File: config.mk
export PLATFORM = sky130hd
export DESIGN_NAME = mse_pkt_enc
export DESIGN_NICKNAME = d
export VERILOG_FILES = /design/src/rtl/mse_pkt_pkg.sv /design/src/rtl/mse_clamp.sv /design/src/rtl/mse_sync_byte.sv /design/src/rtl/mse_pkt_enc.sv
export SDC_FILE = /design/constraint.sdc
export NUM_CORES = 1
export LEC_CHECK = 0
export BUFFER_PORTS_ARGS = -buffer_cell sky130_fd_sc_hd__clkbuf_2
export CORE_ASPECT_RATIO = 0.6
export CORE_MARGIN = 2
export CORE_UTILIZATION = 55
export CTS_CLUSTER_SIZE = 16
export DETAILED_ROUTE_END_ITERATION = 16
export PLACE_DENSITY_LB_ADDON = 0.05
export RECOVER_POWER = 50
export SETUP_SLACK_MARGIN = 0.15
export SYNTH_ARGS = -nofsm -noshare
export SYNTH_HDL_FRONTEND = slang
export SYNTH_SLANG_ARGS = --single-unit
File: constraint.sdc
create_clock -name clk -period 3.7 [get_ports clk]
set_input_delay 0.37 -clock clk [delete_from_list [all_inputs] [get_ports clk]]
set_output_delay 0.37 -clock clk [all_outputs]
set_load 0.05 [all_outputs]
File: src/rtl/mse_pkt_pkg.sv
package mse_pkt_pkg;
    typedef logic [7:0] byte_t;

    localparam int    SAT_MAG   = 127;
    localparam logic [4:0] SYNC_TAG = 5'b10000;
    localparam byte_t PAD_BYTE  = 8'h00;
    localparam int    HEAD_LEN  = 3;
endpackage

File: src/rtl/mse_clamp.sv
module mse_clamp #(
    parameter int IN_W   = 10,
    parameter bit NEGATE = 1'b0
) (
    input  logic signed [IN_W-1:0] raw_i,
    output mse_pkt_pkg::byte_t     byte_o
);
    localparam int EXT_W = IN_W + 1;
    localparam logic signed [EXT_W-1:0] HI = EXT_W'(mse_pkt_pkg::SAT_MAG);
    localparam logic signed [EXT_W-1:0] LO = -HI;

    logic signed [EXT_W-1:0] ext;
    logic signed [EXT_W-1:0] val;

    assign ext = {raw_i[IN_W-1], raw_i};

    generate
        if (NEGATE) begin : g_neg
            assign val = -ext;
        end else begin : g_pos
            assign val = ext;
        end
    endgenerate

    always_comb begin
        if (val > HI)      byte_o = HI[7:0];
        else if (val < LO) byte_o = LO[7:0];
        else               byte_o = val[7:0];
    end
endmodule

File: src/rtl/mse_sync_byte.sv
module mse_sync_byte (
    input  logic               left_i,
    input  logic               mid_i,
    input  logic               right_i,
    output mse_pkt_pkg::byte_t sync_o
);
    always_comb begin
        sync_o = {mse_pkt_pkg::SYNC_TAG, ~left_i, ~mid_i, ~right_i};
    end
endmodule

File: src/rtl/mse_pkt_enc.sv
module mse_pkt_enc #(
    parameter int MOT_W   = 10,
    parameter int NUM_PAD = 2
) (
    input  logic             clk,
    input  logic             rst_n,
    input  logic             evt_valid,
    output logic             evt_ready,
    input  logic [MOT_W-1:0] evt_dx,
    input  logic [MOT_W-1:0] evt_dy,
    input  logic             evt_left,
    input  logic             evt_mid,
    input  logic             evt_right,
    output logic             out_valid,
    input  logic             out_ready,
    output logic [7:0]       out_data
);
    import mse_pkt_pkg::*;

    localparam int PKT_LEN = HEAD_LEN + NUM_PAD;
    localparam int IDX_W   = $clog2(PKT_LEN);
    localparam logic [IDX_W-1:0] LAST_IDX = IDX_W'(PKT_LEN - 1);

    typedef struct packed {
        logic             busy;
        logic [IDX_W-1:0] idx;
        byte_t            sync;
        byte_t            mx;
        byte_t            my;
    } enc_state_t;

    enc_state_t st_q, st_d;
    byte_t      sync_w, mx_w, my_w;
    logic       take_evt, take_byte;

    mse_sync_byte sync_i (
        .left_i  (evt_left),
        .mid_i   (evt_mid),
        .right_i (evt_right),
        .sync_o  (sync_w)
    );

    mse_clamp #(.IN_W(MOT_W), .NEGATE(1'b0)) clamp_x_i (
        .raw_i  (evt_dx),
        .byte_o (mx_w)
    );

    mse_clamp #(.IN_W(MOT_W), .NEGATE(1'b1)) clamp_y_i (
        .raw_i  (evt_dy),
        .byte_o (my_w)
    );

    assign evt_ready = ~st_q.busy;
    assign out_valid = st_q.busy;
    assign take_evt  = evt_valid & ~st_q.busy;
    assign take_byte = out_ready & st_q.busy;

    always_comb begin
        case (st_q.idx)
            IDX_W'(0): out_data = st_q.sync;
            IDX_W'(1): out_data = st_q.mx;
            IDX_W'(2): out_data = st_q.my;
            default:   out_data = PAD_BYTE;
        endcase
    end

    always_comb begin
        st_d = st_q;
        if (take_evt) begin
            st_d.busy = 1'b1;
            st_d.idx  = '0;
            st_d.sync = sync_w;
            st_d.mx   = mx_w;
            st_d.my   = my_w;
        end else if (take_byte) begin
            if (st_q.idx == LAST_IDX) begin
                st_d.busy = 1'b0;
                st_d.idx  = '0;
            end else begin
                st_d.idx = st_q.idx + 1'b1;
            end
        end
    end

    always_ff @(posedge clk) begin
        if (!rst_n) begin
            st_q <= '0;
        end else begin
            st_q <= st_d;
        end
    end
endmodule

==> results of run 1 <==
## worst register-to-register path, stage by stage (launching register included)
cell and delay (ns):
dfxtp_1 0.38, nor2b_1 0.13, clkbuf_1 0.57, o41ai_1 0.28
a311oi_4 0.50, a41oi_1 0.18
## registers in the layout, summed over array words and instances (netlist names)
signal     cells
st_q          23
out_valid      1
## worst max path at each step
stage               startpoint          end  slack, ns
CTS                   st_q[25]  out_data[0]       1.41
global route          st_q[24]  out_data[4]       1.25
finish                st_q[24]  out_data[0]       1.43
detailed placement   evt_dy[0]      st_q[7]       1.42
global placement     evt_dy[0]      st_q[7]       1.47
floorplan            evt_dy[0]      st_q[7]       1.68
## layer usage
metal,vias up,wire length (µm),GRT usage
li1,729,-,-
met1,652,1870,0.384
met3,6,231,0.0674
met2,41,1490,0.366
met5,-,0,0
met4,0,36,0.0423
## where the power goes
part / internal, µW / total (µW) / switching (µW)
logic: 44.9 / 129 / 84.4
clock network: 94.9 / 176 / 81.1
registers: 276 / 287 / 11.2
total: 416 / 592 / 177
## stage by stage
stage | utilization | hold slack, ns | setup WS, ns
finish | 0.671 | 0.372 | 1.43
detailed placement | 0.651 | 0.457 | 1.42
CTS | 0.673 | 0.368 | 1.41
global route | 0.671 | 0.386 | 1.25
floorplan | - | 0.425 | 1.68
global placement | 0.651 | 0.448 | 1.47
## area by class of cell
type,count,share of cell area
timing repair buffer,37,0.108
clock buffer,4,0.0328
multi-input combinational,144,0.534
sequential,24,0.286
inverter,7,0.0156
tap,32,0.0238
## kinds of logic after synthesis
family	share of synthesized area
AND/OR/NAND/NOR	0.252
AO/OA/AOI/OAI	0.258
flip-flops	0.331
buffers and inverters	0.0517
XOR/XNOR	0.0422
adder cells (fa/ha/maj)	0.0517
multiplexers	0.0146
## cell usage in the layout (no fill, tap or decap), types with 2 or more instances in the layout
cell type	instances
a21oi_1	12
a22o_1	4
a22oi_1	4
a41oi_1	2
clkbuf_1	3
clkbuf_2	34
clkbuf_8	4
dfxtp_1	24
ha_1	6
inv_1	7
nand2_1	36
nand2b_1	2
nand4b_1	2
nor2_1	15
nor2b_1	5
nor3_1	2
nor4_1	3
nor4_2	2
o211a_1	3
o211ai_1	2
o21ai_0	16
or3_1	2
xnor2_1	6
==> impl_metrics.tcl, run 1 <==
set metrics [dict create \
    status "completed" \
    syn_inst 186 \
    power.total_uw 592 \
    cp-start-kind "register" \
    die_w_um 70.3 \
    multi_input_area_um2 897 \
    synthArstFlopShare 0 \
    cp_num_cells 5 \
    post-route-period-util 0.613 \
    track_usage 0.254 \
    grt_pass1_wl_um 6030 \
    ys_seq_area_frac 0.331 \
    hold_path_end "st_q[15]" \
    syn_nets 219 \
    cts.sinks 24 \
    worstMarginPinSlew_ns 0.736 \
    hp-start "evt_dx[9]" \
    finalSetupTns_ns 0 \
    ys_warn_count 0 \
    area_growth_pct 15.7 \
    maxCapViolations 0 \
    fillers 227 \
    required_ns 3.33 \
    cts_tree "yes" \
    dpl-instance-area_um2 1630 \
    reg2reg_depth 5 \
    cts_resized 0 \
    arrival_ns 1.90 \
    timing.rr.end "st_q[0]" \
    final_antenna_net_count 0 \
    h-tree-depth 1 \
    drtIter0Drc 97 \
    stdcell_count 248 \
    end_kind "output pin" \
    finalCriticalPeriod_ns 2.27 \
    hpwl_um 2890 \
    cp_cell_sequence "ha_1 -> nor2b_1 -> a22oi_1 -> nand2_1 -> clkbuf_2" \
    yosysMostFrequentCell "nand2_1" \
    die_area_um2 3080 \
    hp-class "input port to register" \
    gp_congestion 0.909 \
    grt_pass1_vias 1274 \
    port_buffers 36 \
    finalWirelength_um 3630 \
    critPathBufInv 1 \
    grt.overflow.total 0 \
    r2r-start "out_valid" \
    synth_top_area_cell "dfxtp_1" \
    hold_buffers 0 \
    path_clk_slew_ns 0.09 \
    fp-row-count 14 \
    syn_area_um2 1450 \
    synth_area_per_cell_um2 7.81 \
    netlist.area_leader.share 0.331 \
    min_path_cells 3 \
    drive_above_1_share 0.199 \
    ctsRootBufferMaster "clkbuf_8" \
    wl_per_cell_um 14.6 \
    slew_viol_final 0 \
    vdd_drop_max_mv 0.217 \
    dr.pass1.iters 4 \
    ios 37 \
    power.leakage_uw 0.000728 \
    fin_nets 250 \
    postCtsSetupRepairBufs 0 \
    ys.flop_type "dfxtp_1" \
    clk_path_buf_depth 2 \
    fin_skew_ns 0.00671 \
    critPathTopFamily "simple AND/OR/NAND/NOR gates" \
    insertion_delay_ns 0.26 \
    power_density_nw_per_um2 352 \
    antenna_found_initial 0 \
    slew_headroom 0.509 \
    vias 1428 \
    synth_edf_count 0 \
    synth-seq-cells 24 \
    diodes 0 \
    final_hold_viol_count 0 \
    ff2ff_setup_slack_ns 1.51 \
    critPathMaxStageDelay_ns 0.50 \
    drc 0 \
    cp_slowest_cell "nor2b_1" \
    rsz0062_at_grt "no" \
    start_util 0.580 \
    synthTopCellsByCount "nand2_1 (36), dfxtp_1 (24), o21ai_0 (16), nor2_1 (15), a21oi_1 (12)" \
    synth_area_leaders "dfxtp_1 (33%), nand2_1 (9.3%), o21ai_0 (5.5%)" \
    vias_per_cell 5.76 \
    core_area_um2 2500 \
    crit_fanout 8 \
    critical_path_class "register to output pin" \
    die_h_um 43.8 \
    grt_start_max_net_pins 19 \
    setup_viol 0 \
    numCtsBuffers 3 \
    post-place-cells 244 \
    final_area_um2 1680 \
    regArea_um2 480 \
    fmax_ghz 0.441 \
    ys_types 42 \
]
No activity file was read; power rests on OpenSTA's default activity.
==> run 2: changes to the inputs <==
Settings changed: ABC_AREA from default to 1, CORE_UTILIZATION 55 to 48.
Clock period 3.7 ns to 1.9 ns, I/O delays scaled along.
==> run 2 against run 1 <==
  * Critical path depth is the same
  * Total power grew 110%
  * First-iteration DRC count grew 22%
  * Sequential power grew 94%
  * Worst hold slack lost 0.29 ns
  * Via count grew 16%
  * Clock power grew 100%
  * Critical endpoint is now out_data[1]
  * Largest cell class unchanged
==> impl_metrics.tcl, run 2 <==
set metrics [dict create \
    crit_fanout 5 \
    hp-class "input port to register" \
    reg2reg_depth 6 \
    pwr-share-seq 0.451 \
    drive_above_1_share 0.262 \
    grt_pass1_vias 1433 \
    ios 37 \
    synth-seq-cells 24 \
    p_comb_frac 0.262 \
    yosysMostFrequentCell "nand2_1" \
    ys.flop_type "dfxtp_1" \
    h-tree-depth 1 \
    critPathBufInv 2 \
    path_clk_slew_ns 0.08 \
    drtIter0Drc 118 \
    vias 1651 \
    antenna_found_initial 0 \
    synth_edf_count 0 \
    core_area_um2 3200 \
    grt_start_max_net_pins 19 \
    power.leakage_uw 0.000893 \
    dpl-instance-area_um2 1810 \
    die_w_um 77.9 \
    fin_skew_ns 0.00163 \
    switching_share 0.326 \
    track_usage 0.221 \
    gp_congestion 0.810 \
    port_buffers 36 \
    maxCapViolations 0 \
    critPathTopFamily "flip-flops" \
    synth_top_area_cell "dfxtp_1" \
    hold_buffers 0 \
    syn_area_um2 1570 \
    synthArstFlopShare 0 \
    critical_path_class "register to output pin" \
    required_ns 1.71 \
    synth_area_leaders "dfxtp_1 (31%), nand2_1 (13%), inv_1 (7.9%)" \
    diodes 0 \
    fin_nets 316 \
    ys_types 30 \
    grt_pass1_wl_um 6590 \
    power_frac_clock 0.286 \
    timing.rr.end "st_q[14]" \
    end_kind "output pin" \
    fin_ws_ns 0.252 \
    grt.overflow.total 0 \
    p_sw_uw 403 \
    status "completed" \
    post-route-period-util 0.868 \
    p_int_uw 833 \
    rsz0062_at_grt "no" \
    arrival_ns 1.46 \
    final_antenna_net_count 0 \
    netlist.area_leader.share 0.305 \
    mostFrequentLayoutCells "nand2_1 (55), inv_1 (31), clkbuf_2 (27)" \
    cts_tree "yes" \
    cp-start-kind "register" \
    cts.sinks 24 \
    ctsRootBufferMaster "clkbuf_8" \
    power_density_nw_per_um2 648 \
    synthTopCellsByCount "nand2_1 (56), inv_1 (33), dfxtp_1 (24), o21ai_0 (24), nor2_1 (21)" \
    vdd_drop_max_mv 0.446 \
    clk_path_buf_depth 2 \
    die_area_um2 3770 \
    fp-row-count 16 \
    insertion_delay_ns 0.27 \
    largest_register_ffs 23 \
    vias_per_cell 5.05 \
    top_register "st_q" \
    die_h_um 48.4 \
    cp_slowest_cell "dfxtp_1" \
    critPathMaxStageDelay_ns 0.33 \
    dr.pass1.iters 4 \
    ff2ff_setup_slack_ns 0.51 \
    numCtsBuffers 3 \
    endpoint "out_data[1]" \
    slew_headroom 0.608 \
    stdcell_count 327 \
    final_hold_viol_count 0 \
    start_util 0.491 \
    ys_warn_count 0 \
    setup_viol 0 \
    slew_viol_final 0 \
    wl_per_cell_um 11.9 \
    worstMarginPinSlew_ns 0.590 \
    syn_inst 242 \
    finalCriticalPeriod_ns 1.65 \
    drc 0 \
    fmax_ghz 0.607 \
    syn_nets 275 \
    final_common_cell "nand2_1" \
    min_path_cells 2 \
    cp_cell_sequence "inv_1 -> ha_1 -> nand3_1 -> o211ai_1 -> clkbuf_8" \
    hpwl_um 3020 \
    finalWirelength_um 3890 \
    synth_area_per_cell_um2 6.50 \
    cp_num_cells 5 \
    post-place-cells 323 \
    post-place-ws_ns 0.163 \
    area_growth_pct 21.2 \
    startpoint "st_q[25]" \
    final_area_um2 1910 \
    ys_seq_area_frac 0.305 \
    r2r-start "out_valid" \
]
## run 2: metal layers
layer | global-route usage | routed length (µm)
met4 | 0.0263 | 0
met5 | 0 | 0
met2 | 0.297 | 1480
met3 | 0.0578 | 236
met1 | 0.359 | 2170
## run 2: logic make-up after synthesis
family | after synthesis | synth area share
AND/OR/NAND/NOR | 120 | 0.349
AO/OA/AOI/OAI | 51 | 0.195
buffers and inverters | 41 | 0.103
flip-flops | 24 | 0.305
adder cells (fa/ha/maj) | 6 | 0.0477
## run 2: stage by stage
step	utilization	hold slack (ns)	TNS [ns]	power, µW
CTS	0.591	0.0786	0	1240
finish	0.596	0.0860	0	1240
floorplan	-	0.279	-0.186	785
detailed placement	0.566	0.374	0	880
global route	0.596	0.0877	0	1310
global placement	0.566	0.367	0	878
## run 2: power groups by stage
stage | clock (µW) | sequential (µW) | combinational [µW]
global route | 381 | 562 | 363
CTS | 362 | 557 | 319
floorplan | 0 | 571 | 214
detailed placement | 0 | 569 | 311
finish | 354 | 558 | 324
global placement | 0 | 568 | 310
## run 2: timing repair
item	CTS	global route
setup buffers	0	0
pin swaps	0	1
resized for setup	8	14
endpoints found under the setup margin	7	8
gates cloned	0	0
## run 2: how the worst min path moves through the flow
stage,start,end,slack (ns)
finish,evt_right,st_q[16],0.09
global route,evt_mid,st_q[17],0.09
CTS,evt_right,st_q[16],0.08
detailed placement,evt_right,st_q[16],0.37
global placement,evt_right,st_q[16],0.37
floorplan,evt_right,st_q[16],0.28
## run 2: final cells by class
cell class,instances,area (µm²)
clock buffers,4,55.1
fillers,334,1290
inverters,38,146
multi-input cells,177,941
flip-flops and latches,24,482
well taps,45,56.3
repair buffers,39,228
## run 2: worst reg2reg max path: cells and delay by family (launching register included)
kind            cells  cell delay, ns
simple gates        2            0.32
compound gates      1            0.20
buf+inv             3            0.40
flops               1            0.39
==> run 3: changes to the inputs <==
Settings changed: CORE_MARGIN 2 to 10.
==> run 3 against run 2 <==
  * Sequential power is essentially flat
  * First-iteration DRC count is the same
  * Final cell count shrank 0.92%
  * Clock power shrank 14%
  * Count of clock-buffer cells in the layout shrank 1
  * Worst setup slack lost 0.017 ns
  * Sequential cell count is the same
  * Total power shrank 3.4%
  * Critical path type unchanged
  * Largest power group unchanged
==> impl_metrics.tcl, run 3 (synthesis results as in run 2) <==
set metrics [dict create \
    status "completed" \
    drc 0 \
    dr.pass1.iters 4 \
    grt_pass1_wl_um 6910 \
    die_area_um2 6040 \
    die_h_um 64.4 \
    min_path_cells 2 \
    use_met2 0.168 \
    use_met3 0.0688 \
    power.leakage_uw 0.000893 \
    hold_buffers 0 \
    final_common_cell "nand2_1" \
    track_usage 0.138 \
    drtIter0Drc 118 \
    top_register "st_q" \
    final_hold_viol_count 0 \
    holdWs_ns 0.0857 \
    power.total_uw 1190 \
    setup_viol 0 \
    hp-class "input port to register" \
    finalWirelength_um 4290 \
    grt.busiest_layer "met1" \
    postCtsSetupRepairBufs 0 \
    hp-start "evt_mid" \
    fin_skew_ns 0.00271 \
    ff2ff_setup_slack_ns 0.44 \
    p_int_uw 795 \
    critical_path_class "register to output pin" \
    worstMarginPinSlew_ns 0.602 \
    port_buffers 36 \
    ios 37 \
    fillers 294 \
    vias_per_cell 5.17 \
    fin_nets 317 \
    ctsRootBufferMaster "clkbuf_8" \
    finalCriticalPeriod_ns 1.67 \
    h-tree-depth 1 \
    end_kind "output pin" \
    grt_pass1_vias 1459 \
    reg2reg_depth 6 \
    pwr-share-seq 0.467 \
    path_clk_slew_ns 0.08 \
    arrival_ns 1.48 \
    cts.sinks 24 \
    power_frac_clock 0.253 \
    diodes 0 \
    grt_start_max_net_pins 19 \
    largest_register_ffs 23 \
    gp_congestion 0.843 \
    fmax_ghz 0.600 \
    fp-row-count 15 \
    cts_tree "yes" \
    p_comb_frac 0.280 \
    hold_path_end "st_q[17]" \
    wl_per_cell_um 13.3 \
    cp-start-kind "register" \
    start_util 0.524 \
    core_area_um2 3000 \
    p_sw_uw 399 \
    drive_above_1_share 0.270 \
    maxCapViolations 0 \
    slew_headroom 0.600 \
    post-route-period-util 0.876 \
    slew_viol_final 0 \
    crit_fanout 7 \
    vias 1675 \
    insertion_delay_ns 0.26 \
    use_met1 0.208 \
    power_density_nw_per_um2 624 \
    required_ns 1.71 \
    mostFrequentLayoutCells "nand2_1 (55), inv_1 (31), clkbuf_2 (26)" \
    grt.overflow.total 0 \
    numCtsBuffers 3 \
    timing.rr.end "st_q[11]" \
    switching_share 0.334 \
    final_antenna_net_count 0 \
    r2r-start "out_valid" \
    clk_path_buf_depth 2 \
    rsz0062_at_grt "no" \
    die_w_um 93.9 \
    final_util 0.637 \
    vdd_drop_max_mv 0.446 \
    hpwl_um 3450 \
    area_growth_pct 21.5 \
    antenna_found_initial 0 \
]
-- run 3: how the worst max path moves through the flow --
stage / startpoint / end / slack, ns / cells past startpoint
5_1_grt: st_q[25] / out_data[1] / 0.14 / 5
2_1_floorplan: st_q[25] / out_data[3] / -0.06 / 4
3_3_place_gp: evt_dy[0] / st_q[2] / 0.22 / 12
6_report: st_q[25] / out_data[1] / 0.23 / 5
4_1_cts: st_q[25] / out_data[4] / 0.12 / 5
3_5_place_dp: evt_dy[0] / st_q[3] / 0.15 / 12
-- run 3: timing repair --
action	4_1_cts	5_1_grt
endpoints found under the setup margin	7	8
resized for setup	9	18
pin swaps	0	1
-- run 3: metrics by stage --
stage	cells	cell area [µm²]	TNS, ns	setup slack (ns)
after floorplan	242	1580	-0.186	-0.0619
after global placement	321	1820	0	0.223
after detailed placement	321	1820	0	0.154
after CTS	324	1890	0	0.121
after global routing	324	1910	0	0.142
final	324	1910	0	0.235
-- run 3: power by group through the flow --
| stage | Clock (µW) | Combinational, µW | Sequential, µW |
|---|---|---|---|
| 2_1_floorplan | 0 | 214 | 571 |
| 3_3_place_gp | 0 | 312 | 568 |
| 3_5_place_dp | 0 | 316 | 568 |
| 4_1_cts | 305 | 327 | 557 |
| 5_1_grt | 331 | 370 | 561 |
| 6_report | 303 | 334 | 557 |
-- run 3: layer usage --
| layer | vias up | wire [µm] |
|---|---|---|
| li1 | 878 | - |
| met1 | 740 | 2250 |
| met2 | 55 | 1560 |
| met3 | 2 | 488 |
| met4 | 0 | 4 |
| met5 | - | 0 |
-- run 3: cell type report --
cell class | instances | area [µm²] | area share
inverter | 38 | 146 | 0.0765
timing repair buffer | 40 | 241 | 0.126
clock buffer | 3 | 41.3 | 0.0216
multi-input combinational | 177 | 950 | 0.496
tap | 42 | 52.6 | 0.0275
sequential | 24 | 482 | 0.252
-- run 3: worst max-delay path: stages (launching register included) --
cell,delay (ns)
dfxtp_1,0.34
inv_1,0.11
ha_2,0.22
nand2_4,0.09
o211ai_1,0.22
clkbuf_8,0.22
